[src/rtl/tpc_pkg.sv]
package tpc_pkg;
  typedef enum logic [1:0] {
    PH_GREEN  = 2'd0,
    PH_YELLOW = 2'd1,
    PH_LEFT   = 2'd2,
    PH_WALK   = 2'd3
  } phase_e;

  localparam int unsigned YELLOW_TICKS = 2;
  localparam int unsigned STALL_TICKS  = 5;
  localparam int unsigned WEIGHT_W     = 8;
endpackage

[src/rtl/tpc_queue.sv]
module tpc_queue #(
  parameter int unsigned CW = 6
) (
  input  logic          clk,
  input  logic          rst_ni,
  input  logic          inc_i,
  input  logic          dec_i,
  output logic [CW-1:0] cnt_o,
  output logic          chg_o
);
  localparam logic [CW-1:0] QMAX = {CW{1'b1}};

  logic [CW-1:0] cnt_q, cnt_d;
  logic          up, dn;

  always_comb begin
    up    = inc_i & ~dec_i & (cnt_q != QMAX);
    dn    = dec_i & ~inc_i & (cnt_q != '0);
    cnt_d = cnt_q;
    if (up)      cnt_d = cnt_q + 1'b1;
    else if (dn) cnt_d = cnt_q - 1'b1;
  end

  always_ff @(posedge clk or negedge rst_ni) begin
    if (!rst_ni)        cnt_q <= '0;
    else if (up || dn)  cnt_q <= cnt_d;
  end

  assign cnt_o = cnt_q;
  assign chg_o = up | dn;
endmodule

[src/rtl/tpc_demand.sv]
module tpc_demand #(
  parameter int unsigned CW = 6,
  parameter int unsigned WW = 8
) (
  input  logic signed [WW-1:0] alpha_i,
  input  logic signed [WW-1:0] beta_i,
  input  logic        [CW-1:0] n_own_i,
  input  logic        [CW-1:0] n_oth_i,
  output logic                 f_le0_o,
  output logic                 own_zero_o
);
  localparam int unsigned FW = WW + CW + 3;

  logic signed [FW-1:0] own_s, oth_s, alp_s, bet_s, prod, f_val;

  always_comb begin
    own_s   = $signed({{(FW-CW){1'b0}}, n_own_i});
    oth_s   = $signed({{(FW-CW){1'b0}}, n_oth_i});
    alp_s   = $signed({{(FW-WW){alpha_i[WW-1]}}, alpha_i});
    bet_s   = $signed({{(FW-WW){beta_i[WW-1]}}, beta_i});
    prod    = alp_s * own_s;
    f_val   = prod + bet_s - oth_s;
    f_le0_o = f_val[FW-1] | (f_val == '0);
  end

  assign own_zero_o = (n_own_i == '0);
endmodule

[src/rtl/tpc_phase_fsm.sv]
module tpc_phase_fsm
  import tpc_pkg::*;
#(
  parameter int unsigned TW = 8
) (
  input  logic          clk,
  input  logic          rst_ni,
  input  logic          tick_i,
  input  logic          ped_req_i,
  input  logic [1:0]    chg_i,
  input  logic [1:0]    zero_i,
  input  logic [1:0]    fle0_i,
  input  logic [1:0][TW-1:0] gmin_i,
  input  logic [1:0][TW-1:0] gmax_i,
  input  logic [TW-1:0] lmin_i,
  input  logic [TW-1:0] lmax_i,
  input  logic [TW-1:0] walk_i,
  output phase_e        phase_o,
  output logic          arm_o,
  output logic          switch_o
);
  localparam int unsigned SW = $clog2(STALL_TICKS + 1);
  localparam logic [TW-1:0] TMAX = {TW{1'b1}};
  localparam logic [SW-1:0] SMAX = {SW{1'b1}};
  localparam logic [SW-1:0] STALL_LIM = SW'(STALL_TICKS);
  localparam logic [TW-1:0] YEL_LIM   = TW'(YELLOW_TICKS);

  phase_e        phase_q, phase_d;
  logic          arm_q, arm_d;
  logic          after_left_q, after_left_d;
  logic          walk_pend_q, walk_pend_d;
  logic [TW-1:0] t_q, t_d, t_inc;
  logic [SW-1:0] stall_q, stall_d, stall_inc;
  logic          sw_q;
  logic          fav_chg, stall_hit, go, adv;

  always_comb begin
    t_inc     = (t_q == TMAX) ? t_q : t_q + 1'b1;
    stall_inc = (stall_q == SMAX) ? stall_q : stall_q + 1'b1;
    fav_chg   = chg_i[arm_q];
    stall_hit = !fav_chg && (stall_inc >= STALL_LIM);
    go        = 1'b0;
    unique case (phase_q)
      PH_GREEN:  go = (t_inc >= gmin_i[arm_q]) &&
                      ((t_inc >= gmax_i[arm_q]) || zero_i[arm_q] ||
                       fle0_i[arm_q] || stall_hit);
      PH_LEFT:   go = (t_inc >= lmin_i) && ((t_inc >= lmax_i) || stall_hit);
      PH_YELLOW: go = (t_inc >= YEL_LIM);
      PH_WALK:   go = (t_inc >= walk_i);
      default:   go = 1'b0;
    endcase
    adv = tick_i && go;
  end

  always_comb begin
    phase_d      = phase_q;
    arm_d        = arm_q;
    after_left_d = after_left_q;
    walk_pend_d  = walk_pend_q | ped_req_i;
    if (adv) begin
      unique case (phase_q)
        PH_GREEN: begin
          phase_d      = PH_YELLOW;
          after_left_d = 1'b0;
        end
        PH_LEFT: begin
          phase_d      = PH_YELLOW;
          after_left_d = 1'b1;
        end
        PH_YELLOW: begin
          if (!after_left_q) begin
            phase_d = PH_LEFT;
          end else if (walk_pend_q || ped_req_i) begin
            phase_d     = PH_WALK;
            walk_pend_d = 1'b0;
          end else begin
            phase_d = PH_GREEN;
            arm_d   = ~arm_q;
          end
        end
        PH_WALK: begin
          phase_d = PH_GREEN;
          arm_d   = ~arm_q;
        end
        default: phase_d = PH_GREEN;
      endcase
    end
  end

  always_comb begin
    t_d = t_q;
    if (adv)         t_d = '0;
    else if (tick_i) t_d = t_inc;
    stall_d = stall_q;
    if (adv || fav_chg) stall_d = '0;
    else if (tick_i)    stall_d = stall_inc;
  end

  always_ff @(posedge clk or negedge rst_ni) begin
    if (!rst_ni) begin
      phase_q      <= PH_GREEN;
      arm_q        <= 1'b0;
      after_left_q <= 1'b0;
      walk_pend_q  <= 1'b0;
      t_q          <= '0;
      stall_q      <= '0;
      sw_q         <= 1'b0;
    end else begin
      phase_q      <= phase_d;
      arm_q        <= arm_d;
      after_left_q <= after_left_d;
      walk_pend_q  <= walk_pend_d;
      t_q          <= t_d;
      stall_q      <= stall_d;
      sw_q         <= adv;
    end
  end

  assign phase_o  = phase_q;
  assign arm_o    = arm_q;
  assign switch_o = sw_q;
endmodule

[src/rtl/adaptive_phase_ctrl.sv]
module adaptive_phase_ctrl
  import tpc_pkg::*;
#(
  parameter int unsigned CW = 6,
  parameter int unsigned TW = 8
) (
  input  logic                clk,
  input  logic                rst_n,
  input  logic                tick_i,
  input  logic [1:0]          entry_i,
  input  logic [1:0]          exit_i,
  input  logic                ped_req_i,
  input  logic [1:0][7:0]     alpha_i,
  input  logic [1:0][7:0]     beta_i,
  input  logic [1:0][TW-1:0]  gmin_i,
  input  logic [1:0][TW-1:0]  gmax_i,
  input  logic [TW-1:0]       lmin_i,
  input  logic [TW-1:0]       lmax_i,
  input  logic [TW-1:0]       walk_i,
  output logic [1:0]          phase_o,
  output logic                arm_o,
  output logic                switch_o,
  output logic [1:0][CW-1:0]  queue_o
);
  logic [1:0] rst_sync_q;
  logic       rst_ni;
  logic [1:0] chg, zero, fle0;
  phase_e     phase;

  always_ff @(posedge clk or negedge rst_n) begin
    if (!rst_n) rst_sync_q <= 2'b00;
    else        rst_sync_q <= {rst_sync_q[0], 1'b1};
  end
  assign rst_ni = rst_sync_q[1];

  for (genvar k = 0; k < 2; k++) begin : g_arm
    tpc_queue #(.CW(CW)) u_queue (
      .clk    (clk),
      .rst_ni (rst_ni),
      .inc_i  (entry_i[k]),
      .dec_i  (exit_i[k]),
      .cnt_o  (queue_o[k]),
      .chg_o  (chg[k])
    );
  end

  for (genvar k = 0; k < 2; k++) begin : g_dem
    tpc_demand #(.CW(CW), .WW(WEIGHT_W)) u_demand (
      .alpha_i    (alpha_i[k]),
      .beta_i     (beta_i[k]),
      .n_own_i    (queue_o[k]),
      .n_oth_i    (queue_o[1-k]),
      .f_le0_o    (fle0[k]),
      .own_zero_o (zero[k])
    );
  end

  tpc_phase_fsm #(.TW(TW)) u_fsm (
    .clk       (clk),
    .rst_ni    (rst_ni),
    .tick_i    (tick_i),
    .ped_req_i (ped_req_i),
    .chg_i     (chg),
    .zero_i    (zero),
    .fle0_i    (fle0),
    .gmin_i    (gmin_i),
    .gmax_i    (gmax_i),
    .lmin_i    (lmin_i),
    .lmax_i    (lmax_i),
    .walk_i    (walk_i),
    .phase_o   (phase),
    .arm_o     (arm_o),
    .switch_o  (switch_o)
  );

  assign phase_o = phase;
endmodule

[config.mk]
export PLATFORM = sky130hd
export DESIGN_NAME = adaptive_phase_ctrl
export DESIGN_NICKNAME = d
export VERILOG_FILES = /design/src/rtl/tpc_pkg.sv /design/src/rtl/tpc_queue.sv /design/src/rtl/tpc_demand.sv /design/src/rtl/tpc_phase_fsm.sv /design/src/rtl/adaptive_phase_ctrl.sv
export SDC_FILE = /design/constraint.sdc
export NUM_CORES = 1
export LEC_CHECK = 0
export CAP_MARGIN = 5
export CORE_MARGIN = 2
export CORE_UTILIZATION = 30
export DETAILED_ROUTE_END_ITERATION = 6
export GPL_TIMING_DRIVEN = 0
export PLACE_DENSITY_LB_ADDON = 0.25
export SLEW_MARGIN = 20
export SYNTH_ARGS = -nofsm -noshare
export SYNTH_HDL_FRONTEND = slang
export SYNTH_SLANG_ARGS = --single-unit
[constraint.sdc]
create_clock -name clk -period 1 [get_ports clk]
set_clock_uncertainty 0.1 [all_clocks]
set_input_delay 0.25 -clock clk [delete_from_list [all_inputs] [get_ports clk]]
set_output_delay 0.25 -clock clk [all_outputs]
set_load 0.05 [all_outputs]
Yosys cells after proc, flatten, opt, wreduce, memory -nomap -nowiden
Index checks and enable logic that the tools add are counted.
W data, S select, Z words.
{ "word_totals": {"reg_bits": 31, "latch_bits": 0, "mem_bits_rw": 0, "rom_bits": 0, "input_bits": 96, "word_cells": 120, "memories": 0} }
{ "classes": {"n_addsub": 10, "multipliers": 2, "div_mod_pow": 0, "n_lt_le_gt_ge": 8, "n_eq_ne": 9, "shift": 0, "mux": 32, "n_bitwise": 18, "n_reduce_logical": 31} }
{ "ops": {"columns": ["op", "n"], "rows": [
  ["$mux W8", 7],
  ["$ge A8 B8 Y1", 5],
  ["$logic_not A17 Y1", 2],
  ["$sub A17 B7 Y17", 2],
  ["$add A15 B8 Y16", 2],
  ["$mul A8 B7 Y15", 2],
  ["$mux W6", 4],
  ["$add A6 B1 Y6 const B", 2],
  ["$logic_not A6 Y1", 2],
  ["$mux W1", 12],
  ["$ne A6 B6 Y1 const B", 2],
  ["$reduce_bool A2 Y1", 6],
  ["$reduce_bool A6 Y1", 2],
  ["$sub A6 B1 Y6 const B", 2],
  ["$mux W3", 3],
  ["$add A8 B1 Y8 const B", 1],
  ["$and A1 B1 Y1", 8],
  ["$eq A8 B8 Y1 const B", 1],
  ["$ge A8 B2 Y1 const B", 1],
  ["$logic_or A1 B1 Y1", 8],
  ["$pmux W2 S3", 1],
  ["$reduce_and A2 Y1", 3],
  ["$not A1 Y1", 5],
  ["$or A1 B1 Y1", 5],
  ["16 further kinds", 22]
]} }

Logic depth before layout (Yosys ltp)
{ "logic_depth": {"depth_word": 14, "mapped_depth": 26, "mapped_depth_nobuf": 25} }

Hierarchy
Synthesis repeated with hierarchy kept, for this count alone.
{ "unflattened": {"cells_unflattened": 1004, "area_unflattened_um2": 8654.6} }
{ "by_module_without_submodules": {"columns": ["mod", "instances", "cells_per_inst", "area_each_um2", "seq_area_each_um2"], "rows": [
  ["tpc_demand (g_dem[1].u_demand)", 1, 324, 2730.1, 0.0],
  ["tpc_demand (g_dem[0].u_demand)", 1, 319, 2665.1, 0.0],
  ["tpc_phase_fsm", 1, 266, 2232.1, 425.4],
  ["tpc_queue", 2, 46, 486.7, 150.1],
  ["adaptive_phase_ctrl", 1, 3, 53.8, 50.0]
]} }

Worst setup path after synthesis
Ideal clock, no wire load.
{ "synth_timing": {"kind": "register -> register", "start": "register g_arm[0].u_queue.cnt_q[1]", "end": "register u_fsm.stall_q[0]", "setup_time_ps": 77, "arrival_time_ps": 5976, "required_time_ps": 823, "slack_ps": -5154, "stages_incl_launch_ff": 22, "n_path_buf": 2, "period_less_slack_ps": 6154, "path_cell_list": "dfrtp_1 -> clkbuf_1 -> nand2_1 -> fa_1 -> inv_1 -> fa_1 -> fa_1 -> inv_1 -> fa_1 -> inv_1 -> ha_1 -> clkbuf_1 -> nand3_1 -> a21oi_1 -> or4_1 -> nand4_1 -> or2_1 -> or4_1 -> a311o_1 -> a41o_1 -> or3_1 -> a21oi_1"} }
{ "synth_via": {"elab_chain_cells": 14, "elab_cells_between_ends": 33} }
{ "synth_lines": {"columns": ["item", "line_no", "source"], "rows": [
  ["from (decl)", "tpc_queue.sv:13", "logic [CW-1:0] cnt_q, cnt_d;"],
  ["from (signal assigned)", "tpc_queue.sv:26", "else if (up || dn) cnt_q <= cnt_d;"],
  ["$mul A8 B7 Y15", "tpc_demand.sv:21", "prod = alp_s * own_s;"],
  ["$add A15 B8 Y16", "tpc_demand.sv:22", "f_val = prod + bet_s - oth_s;"],
  ["$sub A17 B7 Y17", "tpc_demand.sv:22", null],
  ["$logic_not A17 Y1", "tpc_demand.sv:23", "f_le0_o = f_val[FW-1] | (f_val == '0);"],
  ["$or A1 B1 Y1", "tpc_demand.sv:23", null],
  ["$mux W1 (not written as such) (2 in a row)", "tpc_phase_fsm.sv:46", "fle0_i[arm_q] || stall_hit);"],
  ["$logic_or A1 B1 Y1", "tpc_phase_fsm.sv:45", "((t_inc >= gmax_i[arm_q]) || zero_i[arm_q] ||"],
  ["$logic_or A1 B1 Y1", "tpc_phase_fsm.sv:46", null],
  ["$logic_and A1 B1 Y1", "tpc_phase_fsm.sv:44", "PH_GREEN: go = (t_inc >= gmin_i[arm_q]) &&"],
  ["$pmux W1 S4", "tpc_phase_fsm.sv:43", "unique case (phase_q)"],
  ["$logic_and A1 B1 Y1", "tpc_phase_fsm.sv:52", "adv = tick_i && go;"],
  ["$logic_or A1 B1 Y1 (*)", "tpc_phase_fsm.sv:95", "if (adv || fav_chg) stall_d = '0;"],
  ["$mux W3 or $reduce_bool A2 Y1 (tied branches)", null, null],
  ["to (signal assigned)", "tpc_phase_fsm.sv:114", "stall_q <= stall_d;"],
  ["to (decl)", "tpc_phase_fsm.sv:33", "logic [SW-1:0] stall_q, stall_d, stall_inc;"]
]} }
Mark *: on every way between the ends. The rest lies on a longest branch, timed or not. The select of a mux whose other input is x is not followed.
A chain may end at the register's enable or synchronous reset.

Worst setup path in the final report
{ "layout_timing": {"start": "register g_arm[0].u_queue.cnt_q[2]", "end": "register u_fsm.stall_q[0]"} }
Same word-level chain as after synthesis.

==> metrics.csv <==
stage;metric;value;unit
detailed_routing;drt wl/cell;14.4;µm
setup_path;CP dominant cell by count;fa_1;
sta;Worst slew margin;46.3;%
clocking;# clock sinks;31;
finish;post-route cell area;0.0119;mm²
setup_path;Arr. time, crit path;5830;ps
sta;final worst setup slack;-4730;ps
finish;layout cells sized above 1;21.7;%
synth;area share of the leading cell type in the synthesized netlist;23.8;%
global_routing;GRT overflow;0;
detailed_routing;ANT nets after route;0;
setup_path;CP bufs+invs;5;
detailed_routing;vias per inst;4.62;
clocking;hold_buf cts;0;
synth;ys async rst share;100;%
outcome;result of the run;complete, but fails checks;
clocking;CTS tree;done;
synth;Primary FF master, synth;dfrtp_1;
finish;post-layout net count;1547;
placed_design;DP Area;0.0103;mm²
synth;syn nets;1349;
clocking;CTS buffer count;5;
placed_design;dpl hpwl;17800;µm
detailed_routing;drc violations;0;
setup_path;startpoint types;register;
floorplanning;die width;172;µm
synth;post-synthesis sequential area ratio;9.20;%
floorplanning;I/O pin cnt;112;
sta;Final setup viols;45;
floorplanning;Starting Density;30.4;%
sta;minimum clock period after layout;5730;ps
synth;Cells after Synth;1023;
clocking;CTS Buffer Depth;2;
clocking;clock latency on the worst-skew pair;290;ps
global_routing;pin count of the biggest net entering global routing;30;
synth;synthesized area;0.00843;mm²
synth;Synthesis Warnings;0;
placed_design;IO Port Bufs;111;
synth;largest area contributor in the netlist;fa_1;
finish;ANT cells;0;
sta;RSZ-0062 raised after global routing;yes;
setup_path;critical path peak fanout;10;
floorplanning;core box area;0.0277;mm²
setup_path;Critical Path RT;1110;ps
synth;distinct cell type count after synthesis;59;
synth;syn_area_per_cell;8.24;µm²
sta;Fin. Hold Viols;0;
sta;fin crit share;573;%
finish;Core Util, Final;43.0;%
global_routing;GR Util All Layers;15.4;%
clocking;CTS root buf;clkbuf_16;
global_routing;antenna violations before repair;0;
setup_path;Worst path slowest cell;fa_1;
sta;Max Slew Vio Count;0;
global_routing;first-pass GRT wire length;36200;µm
synth;FF+latch count, synth;31;
setup_path;Worst setup EP type;register;
synth;top cells by area, synth;fa_1 (24%), ha_1 (19%), inv_1 (11%);
detailed_routing;Initial DRC Count;289;
job;number of max-cap violations;0;
synth;Post-synth EDFFs;0;
clocking;Reg clk slew, reported paths;50;ps
finish;area delta synth->final;41.4;%
detailed_routing;vias;7397;
sta;Worst Tran Pin Value;805;ps
setup_path;max incr delay on CP;500;ps
setup_path;WS Path Type;register to register;
floorplanning;num rows;61;
detailed_routing;TritonRoute pass-1 iters;4;
worst_hold_path;Hold Crit Class;input port to async pin;
clocking;H-Tree Depth;2;
sta;Achievable Freq;175;MHz
setup_path;Reg2Reg Setup Slack;-4730;ps
setup_path;cell family with most CP delay;adder cells;
floorplanning;Die H;172;µm
placed_design;routability-driven placement congestion ratio;0.783;
setup_path;Critical Path, Cell by Cell;clkbuf_16 -> and2_1 -> fa_1 -> inv_1 -> fa_1 -> inv_2 -> fa_1 -> inv_1 -> fa_1 -> inv_2 -> ha_4 -> a21o_4 -> o21bai_4 -> a21oi_2 -> mux2i_1 -> a311o_1 -> or4_1 -> a311o_1 -> a41o_4 -> or3_1 -> a21oi_1;
floorplanning;die area;0.0295;mm²
global_routing;number of global-route vias before repair;7467;
detailed_routing;drt total wl;23000;µm
outcome;failing checks;negative setup slack;
==> flip-flops by register name, summed over array words and instances, names as in the netlist <==
register             flops
rst_sync_q               2
u_fsm.switch_o           1
u_fsm.walk_pend_q        1
g_arm.u_queue.cnt_o     12
u_fsm.after_left_q       1
u_fsm.stall_q            3
u_fsm.arm_o              1
u_fsm.phase_o            2
u_fsm.t_q                8
==> per-stage QoR <==
step	setup TNS [ps]	hold WS, ps	worst slack, ps	cells
global placement	-105450	241	-5240	1512
detailed placement	-105540	242	-5240	1512
CTS	-92810	27.5	-4900	1569
global route	-97590	25.0	-4950	1600
floorplan	-83270	-146	-4630	1023
finish	-92610	29.0	-4730	1600
==> worst register-to-register path: cells and delay by family (launching register included) <==
| kind | cells | cell delay (ps) |
|---|---|---|
| muxes | 1 | 80 |
| DFF | 1 | 430 |
| adders and majority gates | 5 | 2200 |
| and+or+nand+nor | 3 | 940 |
| AOI/OAI and AO/OA | 7 | 1560 |
| buffers and inverters | 5 | 370 |
==> kinds of logic after synthesis <==
group           after synthesis  share of synthesized area, %
fa+ha+maj                   230                          43.1
mux                          23                          2.81
xor+xnor                     40                          4.16
other cells                   1                        0.0445
simple gates                258                          15.5
buf+inv                     257                          11.5
compound gates              183                          13.8
flops                        31                          9.20
==> cell usage after synthesis (all sizes together), types with 4 or more instances <==
library cell / number
a211o: 4
a211oi: 7
a21o: 14
a21oi: 55
a31oi: 9
and2: 58
clkbuf: 17
dfrtp: 31
fa: 100
ha: 130
inv: 238
mux2: 5
mux2i: 18
nand2: 83
nand2b: 10
nand3: 16
nand3b: 4
nand4: 8
nor2: 38
nor2b: 7
nor3: 11
nor4: 4
o21a: 10
o21ai: 39
o21bai: 6
o22ai: 9
o311ai: 5
or3: 4
or4: 4
xnor2: 21
xor2: 19
==> worst paths after layout <==
| kind | startpoint | endpoint | cells past startpoint |
|---|---|---|---|
| worst max-delay path | g_arm[0].u_queue.cnt_o[2]$_DFFE_PN0P_ | u_fsm.stall_q[0]$_DFFE_PN0P_ | 21 |
| worst min-delay path | rst_n | rst_sync_q[1]$_DFF_PN0_ | 1 |
| worst max register to register | g_arm[0].u_queue.cnt_o[2]$_DFFE_PN0P_ | u_fsm.stall_q[0]$_DFFE_PN0P_ | 21 |
| worst min register to register | rst_sync_q[1]$_DFF_PN0_ | u_fsm.t_q[7]$_DFFE_PN0P_ | 0 |
| max in group asynchronous | rst_sync_q[1]$_DFF_PN0_ | g_arm[1].u_queue.cnt_o[4]$_DFFE_PN0P_ | 0 |
| min in group clk | rst_sync_q[0]$_DFF_PN0_ | rst_sync_q[1]$_DFF_PN0_ | 0 |
==> placed cells by master (no fill, tap or decap), types with 6 or more instances in the layout <==
| cell type | n |
|---|---|
| and2_4 | 8 |
| inv_2 | 18 |
| mux2i_1 | 18 |
| buf_6 | 26 |
| xor2_1 | 18 |
| buf_4 | 60 |
| and2_1 | 49 |
| a21o_1 | 13 |
| nor2b_1 | 6 |
| clkbuf_16 | 10 |
| nor3_1 | 9 |
| inv_1 | 220 |
| a31oi_1 | 7 |
| ha_4 | 17 |
| buf_8 | 12 |
| dfrtp_2 | 16 |
| nand2b_1 | 10 |
| dlygate4sd2_1 | 8 |
| o21ai_2 | 6 |
| xnor2_1 | 18 |
| a21oi_1 | 39 |
| fa_1 | 95 |
| nand3_1 | 13 |
| nand2_1 | 76 |
| clkdlybuf4s50_1 | 85 |
| ha_1 | 112 |
| o21ai_1 | 8 |
| a211oi_1 | 7 |
| nand4_1 | 8 |
| o21a_1 | 10 |
| o21ai_0 | 23 |
| dfrtp_1 | 13 |
| a21oi_2 | 11 |
| nor2_1 | 36 |
==> area by class of cell <==
type                    instances  area, µm²
repair buffers                194       1910
clock buffers                   7        153
clock inverters                 1       7.51
multi-input cells             735       7470
flip-flops and latches         31        803
plain buffers                  16        210
fillers                      2772      15800
well taps                     378        473
inverters                     238        893
==> timing repair <==
action	CTS	global route
endpoints found under the hold margin	0	0
buffers inserted	50	35
gates resized for setup	213	86
gates cloned	1	2
endpoints found under the setup margin	45	63
pin swaps	39	77
==> layer usage <==
metal,global-route usage [%],wire length [µm],share of wire (%),vias to the layer above
met1,19.9,10600,46,3568
met5,0,0,0,-
met2,28.2,11800,51,96
met3,1.01,483,2.1,14
li1,-,-,-,3719
met4,2.95,212,0.92,0
Power is not shown: default switching activity piles up to over one toggle a cycle in this logic, so the estimate is an artifact.
